`config.mk`:
```
export PLATFORM = sky130hd
export DESIGN_NAME = adc_daisy_reader
export DESIGN_NICKNAME = d
export VERILOG_FILES = /design/src/rtl/adc_daisy_pkg.sv /design/src/rtl/adc_drdy_sync.sv /design/src/rtl/adc_sclk_gen.sv /design/src/rtl/adc_word_shifter.sv /design/src/rtl/adc_daisy_reader.sv
export SDC_FILE = /design/constraint.sdc
export NUM_CORES = 1
export LEC_CHECK = 0
export BUFFER_PORTS_ARGS = -buffer_cell sky130_fd_sc_hd__buf_4
export CAP_MARGIN = 25
export CORE_MARGIN = 4
export CORE_UTILIZATION = 40
export DETAILED_ROUTE_END_ITERATION = 10
export PLACE_DENSITY = 0.61
export SETUP_SLACK_MARGIN = 0.5
export SYNTH_ARGS = -nofsm -noshare
export SYNTH_HDL_FRONTEND = slang
export SYNTH_SLANG_ARGS = --single-unit
```
`constraint.sdc`:
```
create_clock -name clk -period 2.25 [get_ports clk]
set_input_delay 0.45 -clock clk [delete_from_list [all_inputs] [get_ports clk]]
set_output_delay 0.45 -clock clk [all_outputs]
set_load 0.02 [all_outputs]
```
`src/rtl/adc_daisy_pkg.sv`:
```
package adc_daisy_pkg;
  typedef enum logic [1:0] {
    RD_IDLE  = 2'd0,
    RD_LEAD  = 2'd1,
    RD_SHIFT = 2'd2
  } rd_state_t;
endpackage

```
`src/rtl/adc_drdy_sync.sv`:
```
module adc_drdy_sync (
  input  logic clk,
  input  logic rst_n,
  input  logic drdy_n,
  output logic fall_o
);
  logic [2:0] sync_q;
  logic [2:0] sync_d;

  always_comb begin
    sync_d = {sync_q[1:0], drdy_n};
  end

  always_ff @(posedge clk or negedge rst_n) begin
    if (!rst_n) sync_q <= 3'b111;
    else        sync_q <= sync_d;
  end

  assign fall_o = sync_q[2] & ~sync_q[1];
endmodule

```
`src/rtl/adc_sclk_gen.sv`:
```
module adc_sclk_gen #(
  parameter int CLK_DIV = 4
) (
  input  logic clk,
  input  logic rst_n,
  input  logic run,
  output logic sclk_o,
  output logic fall_o
);
  localparam int HALF = CLK_DIV / 2;
  localparam int PH_W = (CLK_DIV > 2) ? $clog2(CLK_DIV) : 1;

  logic [PH_W-1:0] ph_q, ph_d;
  logic            sclk_q, sclk_d;
  logic            ph_end;

  assign ph_end = (ph_q == PH_W'(CLK_DIV - 1));

  always_comb begin
    ph_d   = '0;
    sclk_d = 1'b0;
    if (run) begin
      ph_d   = ph_end ? '0 : ph_q + 1'b1;
      sclk_d = sclk_q;
      if (ph_q == PH_W'(HALF - 1)) sclk_d = 1'b1;
      else if (ph_end)             sclk_d = 1'b0;
    end
  end

  always_ff @(posedge clk or negedge rst_n) begin
    if (!rst_n) begin
      ph_q   <= '0;
      sclk_q <= 1'b0;
    end else begin
      ph_q   <= ph_d;
      sclk_q <= sclk_d;
    end
  end

  assign sclk_o = sclk_q;
  assign fall_o = run & sclk_q & ph_end;
endmodule

```
`src/rtl/adc_word_shifter.sv`:
```
module adc_word_shifter #(
  parameter int WORD_W = 24
) (
  input  logic              clk,
  input  logic              rst_n,
  input  logic              clr,
  input  logic              bit_en,
  input  logic              bit_in,
  output logic [WORD_W-1:0] word_o,
  output logic              last_o
);
  localparam int CNT_W = $clog2(WORD_W);

  logic [WORD_W-1:0] sh_q, sh_d;
  logic [CNT_W-1:0]  cnt_q, cnt_d;

  assign word_o = {sh_q[WORD_W-2:0], bit_in};
  assign last_o = bit_en && (cnt_q == CNT_W'(WORD_W - 1));

  always_comb begin
    sh_d  = sh_q;
    cnt_d = cnt_q;
    if (clr) begin
      sh_d  = '0;
      cnt_d = '0;
    end else if (bit_en) begin
      sh_d  = word_o;
      cnt_d = last_o ? '0 : cnt_q + 1'b1;
    end
  end

  always_ff @(posedge clk or negedge rst_n) begin
    if (!rst_n) begin
      sh_q  <= '0;
      cnt_q <= '0;
    end else begin
      sh_q  <= sh_d;
      cnt_q <= cnt_d;
    end
  end
endmodule

```
`src/rtl/adc_daisy_reader.sv`:
```
module adc_daisy_reader
  import adc_daisy_pkg::*;
#(
  parameter int N_DEV   = 4,
  parameter int N_CH    = 8,
  parameter int WORD_W  = 24,
  parameter int CLK_DIV = 4,
  localparam int DEV_W  = (N_DEV > 1) ? $clog2(N_DEV) : 1,
  localparam int IDX_W  = $clog2(N_CH + 1)
) (
  input  logic              clk,
  input  logic              rst_n,
  input  logic              drdy_n,
  input  logic              miso,
  output logic              cs_n,
  output logic              sclk,
  output logic [WORD_W-1:0] word_data,
  output logic [DEV_W-1:0]  word_dev,
  output logic [IDX_W-1:0]  word_idx,
  output logic              word_valid,
  output logic              frame_done,
  output logic              overrun
);
  localparam int LEAD_W = $clog2(CLK_DIV) + 1;

  rd_state_t         st_q, st_d;
  logic [LEAD_W-1:0] lead_q, lead_d;
  logic [IDX_W-1:0]  idx_q, idx_d;
  logic [DEV_W-1:0]  dev_q, dev_d;
  logic              gap_q, gap_d;
  logic              cs_q, cs_d;
  logic [WORD_W-1:0] wdat_q, wdat_d;
  logic [DEV_W-1:0]  wdev_q, wdev_d;
  logic [IDX_W-1:0]  widx_q, widx_d;
  logic              wval_q, wval_d;
  logic              done_q, done_d;
  logic              ovr_q, ovr_d;

  logic              drdy_fall;
  logic              sclk_fall;
  logic              shift_run;
  logic              bit_take;
  logic              word_end;
  logic [WORD_W-1:0] word_full;

  adc_drdy_sync u_sync (
    .clk    (clk),
    .rst_n  (rst_n),
    .drdy_n (drdy_n),
    .fall_o (drdy_fall)
  );

  assign shift_run = (st_q == RD_SHIFT);

  adc_sclk_gen #(.CLK_DIV(CLK_DIV)) u_sclk (
    .clk    (clk),
    .rst_n  (rst_n),
    .run    (shift_run),
    .sclk_o (sclk),
    .fall_o (sclk_fall)
  );

  assign bit_take = sclk_fall & ~gap_q;

  adc_word_shifter #(.WORD_W(WORD_W)) u_shift (
    .clk    (clk),
    .rst_n  (rst_n),
    .clr    (st_q == RD_IDLE),
    .bit_en (bit_take),
    .bit_in (miso),
    .word_o (word_full),
    .last_o (word_end)
  );

  always_comb begin
    st_d   = st_q;
    lead_d = lead_q;
    idx_d  = idx_q;
    dev_d  = dev_q;
    gap_d  = gap_q;
    cs_d   = cs_q;
    wdat_d = wdat_q;
    wdev_d = wdev_q;
    widx_d = widx_q;
    wval_d = 1'b0;
    done_d = 1'b0;
    ovr_d  = ovr_q | (drdy_fall & (st_q != RD_IDLE));
    unique case (st_q)
      RD_IDLE: begin
        if (drdy_fall) begin
          st_d   = RD_LEAD;
          cs_d   = 1'b1;
          lead_d = '0;
          idx_d  = '0;
          dev_d  = '0;
          gap_d  = 1'b0;
        end
      end
      RD_LEAD: begin
        lead_d = lead_q + 1'b1;
        if (lead_q == LEAD_W'(CLK_DIV - 1)) st_d = RD_SHIFT;
      end
      RD_SHIFT: begin
        if (sclk_fall && gap_q) begin
          gap_d = 1'b0;
        end else if (word_end) begin
          wval_d = 1'b1;
          wdat_d = word_full;
          wdev_d = dev_q;
          widx_d = idx_q;
          if (idx_q == IDX_W'(N_CH)) begin
            idx_d = '0;
            if (dev_q == DEV_W'(N_DEV - 1)) begin
              done_d = 1'b1;
              cs_d   = 1'b0;
              st_d   = RD_IDLE;
            end else begin
              dev_d = dev_q + 1'b1;
              gap_d = 1'b1;
            end
          end else begin
            idx_d = idx_q + 1'b1;
          end
        end
      end
      default: begin
        st_d = RD_IDLE;
        cs_d = 1'b0;
      end
    endcase
  end

  always_ff @(posedge clk or negedge rst_n) begin
    if (!rst_n) begin
      st_q   <= RD_IDLE;
      lead_q <= '0;
      idx_q  <= '0;
      dev_q  <= '0;
      gap_q  <= 1'b0;
      cs_q   <= 1'b0;
      wdat_q <= '0;
      wdev_q <= '0;
      widx_q <= '0;
      wval_q <= 1'b0;
      done_q <= 1'b0;
      ovr_q  <= 1'b0;
    end else begin
      st_q   <= st_d;
      lead_q <= lead_d;
      idx_q  <= idx_d;
      dev_q  <= dev_d;
      gap_q  <= gap_d;
      cs_q   <= cs_d;
      wdat_q <= wdat_d;
      wdev_q <= wdev_d;
      widx_q <= widx_d;
      wval_q <= wval_d;
      done_q <= done_d;
      ovr_q  <= ovr_d;
    end
  end

  assign cs_n       = ~cs_q;
  assign word_data  = wdat_q;
  assign word_dev   = wdev_q;
  assign word_idx   = widx_q;
  assign word_valid = wval_q;
  assign frame_done = done_q;
  assign overrun    = ovr_q;

  AST_SCLK_IN_FRAME: assert property (@(posedge clk) disable iff (!rst_n)
    sclk |-> !cs_n);
  AST_VALID_ONE_CYCLE: assert property (@(posedge clk) disable iff (!rst_n)
    word_valid |=> !word_valid);
  AST_IDX_RANGE: assert property (@(posedge clk) disable iff (!rst_n)
    word_valid |-> (word_idx <= IDX_W'(N_CH)));
  AST_DONE_WITH_LAST: assert property (@(posedge clk) disable iff (!rst_n)
    frame_done |-> (word_valid && word_dev == DEV_W'(N_DEV - 1) && word_idx == IDX_W'(N_CH)));
  AST_CS_RELEASE: assert property (@(posedge clk) disable iff (!rst_n)
    $rose(cs_n) |-> frame_done);
  AST_OVR_STICKY: assert property (@(posedge clk) disable iff (!rst_n)
    overrun |=> overrun);
  AST_NO_CLK_AT_GAP_END: assert property (@(posedge clk) disable iff (!rst_n)
    frame_done |-> !sclk);
endmodule

```
==> flow_summary_export.csv, run 1 <==
group,metric,value,unit
power_and_ir_drop,pwr-share-seq,0.465,
finish,nets,356,
sta,rsz0062_at_grt,"true",
drt,dr_total_vias,2289,
finish,fin_util,0.506,
power_and_ir_drop,p_sw,0.916,mW
floorplanning,die-area,9860,um^2
synthesis,syn_avg_cell_area,11.5,um^2
global_route,grt_max_degree,39,
floorplanning,core,8180,um^2
sta,finalMaxSlewViolations,0,
synthesis,synthAdderAreaFrac,0.0300,
sta,finalClockSkew,0.0129,ns
synthesis,synth.distinct_cells,39,
clocking,tritoncts,"built",
synthesis,synth_top_family_by_area,"simple AND/OR/NAND/NOR gates",
drt,drt-initial-drc-count,124,
finish,final_cell_mix,"dfrtp_1, nand2_1, buf_4",
placement,finalWeightedCongestion,0.818,
global_route,antenna_found_initial,0,
global_route,grt_pass1_vias,2288,
sta,slew-limit-headroom,0.672,
floorplanning,core.rowCount,33,
synthesis,synthesis.area,3340,um^2
clocking,cts_buffers,9,
power_and_ir_drop,p_total,3.38,mW
clocking,cts.path.max_buffers,2,
power_and_ir_drop,switching_share,0.271,
drt,firstDrtPassIters,4,
global_route,top_usage_layer,"met2",
synthesis,netlist_top_cells_area,"dfrtp_1, mux2_1, nand2_1",
run_status,status,"completed",
critical_path,cp_slowest_stage_delay,0.51,ns
global_route,grt_util_all_layers,0.141,
sta,hold_viol_final,0,
synthesis,synth_xor_area_frac,0.00263,
min_path,hold_path.class,"in2async",
critical_path,critical_path_class,"reg2reg",
sta,hold_ws,0.0529,ns
power_and_ir_drop,peakVddDrop,0.299,mV
power_and_ir_drop,p_leak,2.00,nW
job,max-cap-violations,0,
drt,routed_wl,6270,um
clocking,clock-sinks,80,
global_route,met1_usage,0.192,
critical_path,crit_path_max_fanout,3,
clocking,clock-root-buffer,"clkbuf_8",
critical_path,worstPathBufferInverterCount,1,
power_and_ir_drop,combPwrFrac,0.137,
sta,max_slew.worst_pin.slew,0.491,ns
synthesis,yosys_warnings,0,
drt,drc_errors,0,
drt,wire_per_inst,13.8,um
placement,place_ws,0.383,ns
critical_path,arrival,2.01,ns
power_and_ir_drop,power-per-cell-area,818,nW/um^2
clocking,cts_hold_buf,0,
floorplanning,io_pins,39,
clocking,insertion_delay,0.35,ns
synthesis,synth-simple-area-share,0.141,
floorplanning,dieWidth,99.3,um
drt,ant_nets,0,
floorplanning,start_util,0.408,
synthesis,synth_top_cell_by_area,"dfrtp_1",
synthesis,synth.area.mux_share,0.107,
sta,tns,0,ns
synthesis,synth-seq-area-share,0.601,
critical_path,critPathLaunchType,"flip-flop",
critical_path,crit_chain,"ha_2, and4b_2, buf_4, or4_4, a21oi_2",
synthesis,synth_cells,290,
sta,finalCritPeriodShare,0.766,
critical_path,critical_path.top_delay_family,"simple AND/OR/NAND/NOR gates",
clocking,htree_levels,3,
critical_path,cp_data_required_time,2.53,ns
sta,layout_min_cycle_time,1.72,ns
finish,fill_cells,734,
clocking,clkTransAtPathRegs,0.09,ns
finish,drive_above_1_share,0.264,
global_route,gr-total-overflow,0,
drt,viasPerCell,5.04,
synthesis,synth_compound_area_frac,0.0814,
placement,port_buffers,38,
finish,layout.cells.most_common,"dfrtp_1",
finish,diodes,0,
synthesis,synth_top_area_frac,0.578,
global_route,grt_use_met3,0.0449,
sta,setup_viol,0,
power_and_ir_drop,clkPwrFrac,0.397,
power_and_ir_drop,p_int,2.47,mW
placement,dp_hpwl,4170,um
critical_path,reg2reg_slack,0.53,ns
critical_path,crit_path_end_kind,"flip-flop",
sta,max_freq,580,MHz
global_route,met2_usage,0.212,
floorplanning,dieHeight,99.3,um
synthesis,synth_fp_nets,302,
critical_path,slowest_stage,"or4_4",
finish,area_growth,24.0,%
synthesis,synth_seq_cells,80,
global_route,grt_pass1_wl,11100,um
sta,fin_ws,0.526,ns
## cells in the mapped netlist
cell type and number:
buf_2 2, and4b_4 1, dfrtp_1 77, a31oi_1 1
nand2_2 1, clkbuf_1 7, inv_2 1, inv_1 8
nor2_1 12, nand4_1 3, mux2_1 30, o21ai_0 7
xor2_1 1, buf_6 4, and4b_1 1, nor4b_4 1
o21bai_1 1, nand2_1 60, nand2b_1 2, nor2b_1 3
o31ai_1 2, o22ai_1 1, mux2i_1 2, a21oi_1 30
nand3b_1 1, ha_1 8, nor3_1 3, a31oi_2 1
or4_1 2, o211ai_1 2, buf_4 1, nor3_4 1
o21ai_1 1, a32o_1 1, dfstp_2 3, nand3_1 4
a22o_1 1, nand4b_1 1, and3_1 2
## worst register-to-register path, cell delays in order (launching register included)
cell and delay [ns]:
dfrtp_1 0.40, ha_2 0.21, and4b_2 0.24, buf_4 0.15, or4_4 0.52, a21oi_2 0.14
## logic make-up after synthesis
logic type,Yosys count
simple gates,98
xor+xnor,1
buf+inv,23
compound gates,48
fa+ha+maj,8
flops,80
mux,32
## state kept, by name, indices dropped and copies added (netlist names), 2 cells and up
register / cells
u_sync.sync_q: 3
dev_q: 2
u_sclk.ph_q: 2
u_shift.sh_q: 23
lead_q: 3
word_dev: 2
word_idx: 4
u_shift.cnt_q: 5
word_data: 24
st_q: 2
idx_q: 4
## repair_timing
item,in CTS,in global routing
setup endpoints to repair,35,40
resized for setup,11,5
buffers inserted,2,4
endpoints found under the hold margin,0,0
cloned,0,0
pin swaps,0,2
## metal layers
layer,routed length [um],vias up
met1,3010,1133
li1,-,1098
met3,297,12
met2,2860,46
met5,0,-
met4,101,0
## through the flow
stage | instances | instance area [um^2]
3_3_place_gp | 432 | 3760
3_5_place_dp | 432 | 3760
4_1_cts | 450 | 4080
2_1_floorplan | 290 | 3340
5_1_grt | 454 | 4140
6_report | 454 | 4140
## worst paths after layout
check / start / cells past startpoint / endpoint
setup / recovery: u_shift.cnt_q[0] / 5 / u_shift.cnt_q[3]
hold / removal: rst_n / 1 / word_data[6]
setup reg to reg: u_shift.cnt_q[0] / 5 / u_shift.cnt_q[3]
hold reg to reg: u_sync.sync_q[0] / 0 / u_sync.sync_q[1]
max in group asynchronous: rst_n / 2 / u_shift.sh_q[22]
min in group clk: drdy_n / 1 / u_sync.sync_q[0]
## power by group through the flow
| stage | combinational (mW) | clock (mW) | sequential, mW |
|---|---|---|---|
| floorplan | 0.337 | 0 | 1.56 |
| global placement | 0.452 | 0 | 1.60 |
| detailed placement | 0.462 | 0 | 1.60 |
| CTS | 0.470 | 1.38 | 1.57 |
| global route | 0.533 | 1.45 | 1.59 |
| finish | 0.465 | 1.34 | 1.57 |
## cell type report
class,count,area [um^2],share of cell area
Multi-Input combinational cell,187,1250,0.302
Clock buffer,11,151,0.0366
Timing Repair Buffer,57,453,0.110
Tap cell,105,131,0.0318
Inverter,9,33.8,0.00817
Clock inverter,5,110,0.0266
Sequential cell,80,2010,0.485
Power figures use the tool's default switching activity.
==> inputs of run 2 (changes only) <==
==> constraint.sdc (replaced) <==
create_clock -name clk -period 1.8 [get_ports clk]
set_input_delay 0.36 -clock clk [delete_from_list [all_inputs] [get_ports clk]]
set_output_delay 0.36 -clock clk [all_outputs]
set_load 0.02 [all_outputs]
==> run 2 against run 1 <==
  * Sequential share of layout area down 4.9 points
  * Cell area is 11% higher
  * Core utilization is 5.7 points higher
  * Global-route usage grew 0.79 points
  * Wire length increased by 13%
  * Combinational power grew 110%
  * Register-to-register slack worse by 0.43 ns
  * Clock skew down 0.0013 ns
  * Final cell count is 4.8% higher
  * Maximum frequency is 1.5% higher
  * Critical path type unchanged
==> flow_summary_export.csv, run 2 (synthesized netlist as in run 1, its figures left out) <==
group,metric,value,unit
min_path,hold_path_end,"u_sync.sync_q[0]",
global_route,grt_pass1_wl,11700,um
critical_path,arrival,1.98,ns
floorplanning,die-area,9860,um^2
floorplanning,io_pins,39,
finish,final_cell_mix,"dfrtp_1, nand2_1, buf_4",
placement,port_buffers,38,
finish,final-seq-area,2010,um^2
clocking,insertion_delay,0.36,ns
finish,finish.instance_area,4600,um^2
min_path,hold_path.startpoint,"drdy_n",
floorplanning,dieHeight,99.3,um
finish,nets,378,
clocking,clock-sinks,80,
finish,drive_above_1_share,0.388,
critical_path,critical_path_class,"reg2reg",
global_route,antenna_found_initial,0,
power_and_ir_drop,p_leak,2.17,nW
global_route,grt_util_all_layers,0.149,
critical_path,reg2reg_slack,0.10,ns
drt,dr_total_vias,2405,
drt,ant_nets,0,
clocking,clock-root-buffer,"clkbuf_8",
placement,place_ws,0.0544,ns
finish,layout.cells.most_common,"dfrtp_1",
power_and_ir_drop,p_sw,1.29,mW
placement,finalWeightedCongestion,0.745,
sta,fin_ws,0.101,ns
drt,drc_errors,0,
min_path,hold_path.class,"in2reg",
sta,finalCritPeriodShare,0.944,
critical_path,worstReg2RegEnd,"u_shift.cnt_q[3]",
floorplanning,core.rowCount,33,
sta,rsz0062_at_grt,"true",
critical_path,crit_path_max_fanout,3,
power_and_ir_drop,switching_share,0.270,
sta,finalClockSkew,0.0115,ns
power_and_ir_drop,pwr-share-seq,0.406,
sta,layout_min_cycle_time,1.70,ns
clocking,htree_levels,3,
floorplanning,core,8180,um^2
critical_path,cp_data_required_time,2.09,ns
floorplanning,dieWidth,99.3,um
critical_path,timing.rr.start,"u_sclk.ph_q[0]",
global_route,grt_max_degree,35,
finish,diodes,0,
global_route,gr-total-overflow,0,
sta,max_freq,588,MHz
finish,area_growth,37.9,%
drt,wire_per_inst,14.8,um
power_and_ir_drop,combPwrFrac,0.200,
global_route,grt_pass1_vias,2377,
drt,viasPerCell,5.05,
clocking,tritoncts,"built",
drt,drt-initial-drc-count,101,
sta,max_slew.worst_pin.slew,0.465,ns
job,max-cap-violations,0,
power_and_ir_drop,p_int,3.50,mW
min_path,hold_path_depth,1,
power_and_ir_drop,power-per-cell-area,1040,nW/um^2
sta,setup_viol,0,
placement,placed_cell_area,3850,um^2
clocking,clkTransAtPathRegs,0.08,ns
sta,finalMaxSlewViolations,0,
sta,tns,0,ns
finish,multi_input_area,1360,um^2
run_status,status,"completed",
placement,dp_hpwl,4210,um
critical_path,critPathLaunchType,"flip-flop",
floorplanning,start_util,0.408,
clocking,cts.path.max_buffers,2,
finish,largest_register_ffs,24,
sta,hold_viol_final,0,
critical_path,crit_path_end_kind,"flip-flop",
drt,firstDrtPassIters,4,
drt,routed_wl,7060,um
power_and_ir_drop,peakVddDrop,0.474,mV
power_and_ir_drop,clkPwrFrac,0.394,
clocking,cts_buffers,9,
critical_path,r2r_cells,6,
sta,slew-limit-headroom,0.690,
finish,fill_cells,684,
==> run 2: repair_timing <==
action                                 4_1_cts  5_1_grt
setup endpoints to repair                   71       89
hold buffers                                 1        0
setup buffers                               17        4
endpoints found under the hold margin       28        0
pin swaps                                    5        9
gates resized for setup                     22       45
gates cloned                                 2        1
==> run 2: cell type report <==
cell class / instances / share of cell area
Sequential cell: 80 / 0.436
Multi-Input combinational cell: 187 / 0.295
Timing Repair Buffer: 79 / 0.170
Clock inverter: 7 / 0.0362
Tap cell: 105 / 0.0286
Clock buffer: 9 / 0.0269
Inverter: 9 / 0.00734
==> run 2: per-stage QoR <==
step                utilization  power [mW]  hold slack [ns]  cells
global placement          0.471        2.60            0.331    435
finish                    0.563        4.79            0.107    476
detailed placement        0.471        2.62            0.339    435
floorplan                     -        2.39           0.0644    290
CTS                       0.536        4.60           0.0942    471
global route              0.563        4.99           0.0830    476
==> run 2: per-layer routing <==
layer,up-vias,part of all wire,global-route usage
met5,-,0,0
met2,36,0.48,0.226
met4,0,0.012,0.0483
met3,6,0.032,0.0442
li1,1151,-,-
met1,1212,0.48,0.207
==> run 2: critical path: stages (launching register included) <==
cell	delay, ns
dfrtp_1	0.37
ha_2	0.18
and4b_4	0.26
buf_6	0.11
nand2_2	0.06
or4_4	0.49
a21oi_2	0.16
==> run 2: power by group through the flow <==
stage	sequential, mW	clock [mW]	combinational, mW
3_5_place_dp	1.99	0	0.630
3_3_place_gp	1.98	0	0.619
6_report	1.94	1.89	0.957
4_1_cts	1.94	1.91	0.744
2_1_floorplan	1.96	0	0.431
5_1_grt	1.96	2.00	1.04
==> run 2: how the worst max path moves through the flow <==
| stage | start | to | slack, ns |
|---|---|---|---|
| after floorplan | u_sclk.ph_q[0] | word_data[12] | 0.11 |
| after global placement | u_sclk.ph_q[0] | word_idx[3] | 0.13 |
| after detailed placement | u_shift.cnt_q[1] | word_data[18] | 0.05 |
| after CTS | u_sclk.ph_q[0] | word_data[13] | 0.11 |
| after global routing | u_sclk.ph_q[0] | word_data[18] | 0.03 |
| final | u_sclk.ph_q[0] | u_shift.cnt_q[3] | 0.10 |
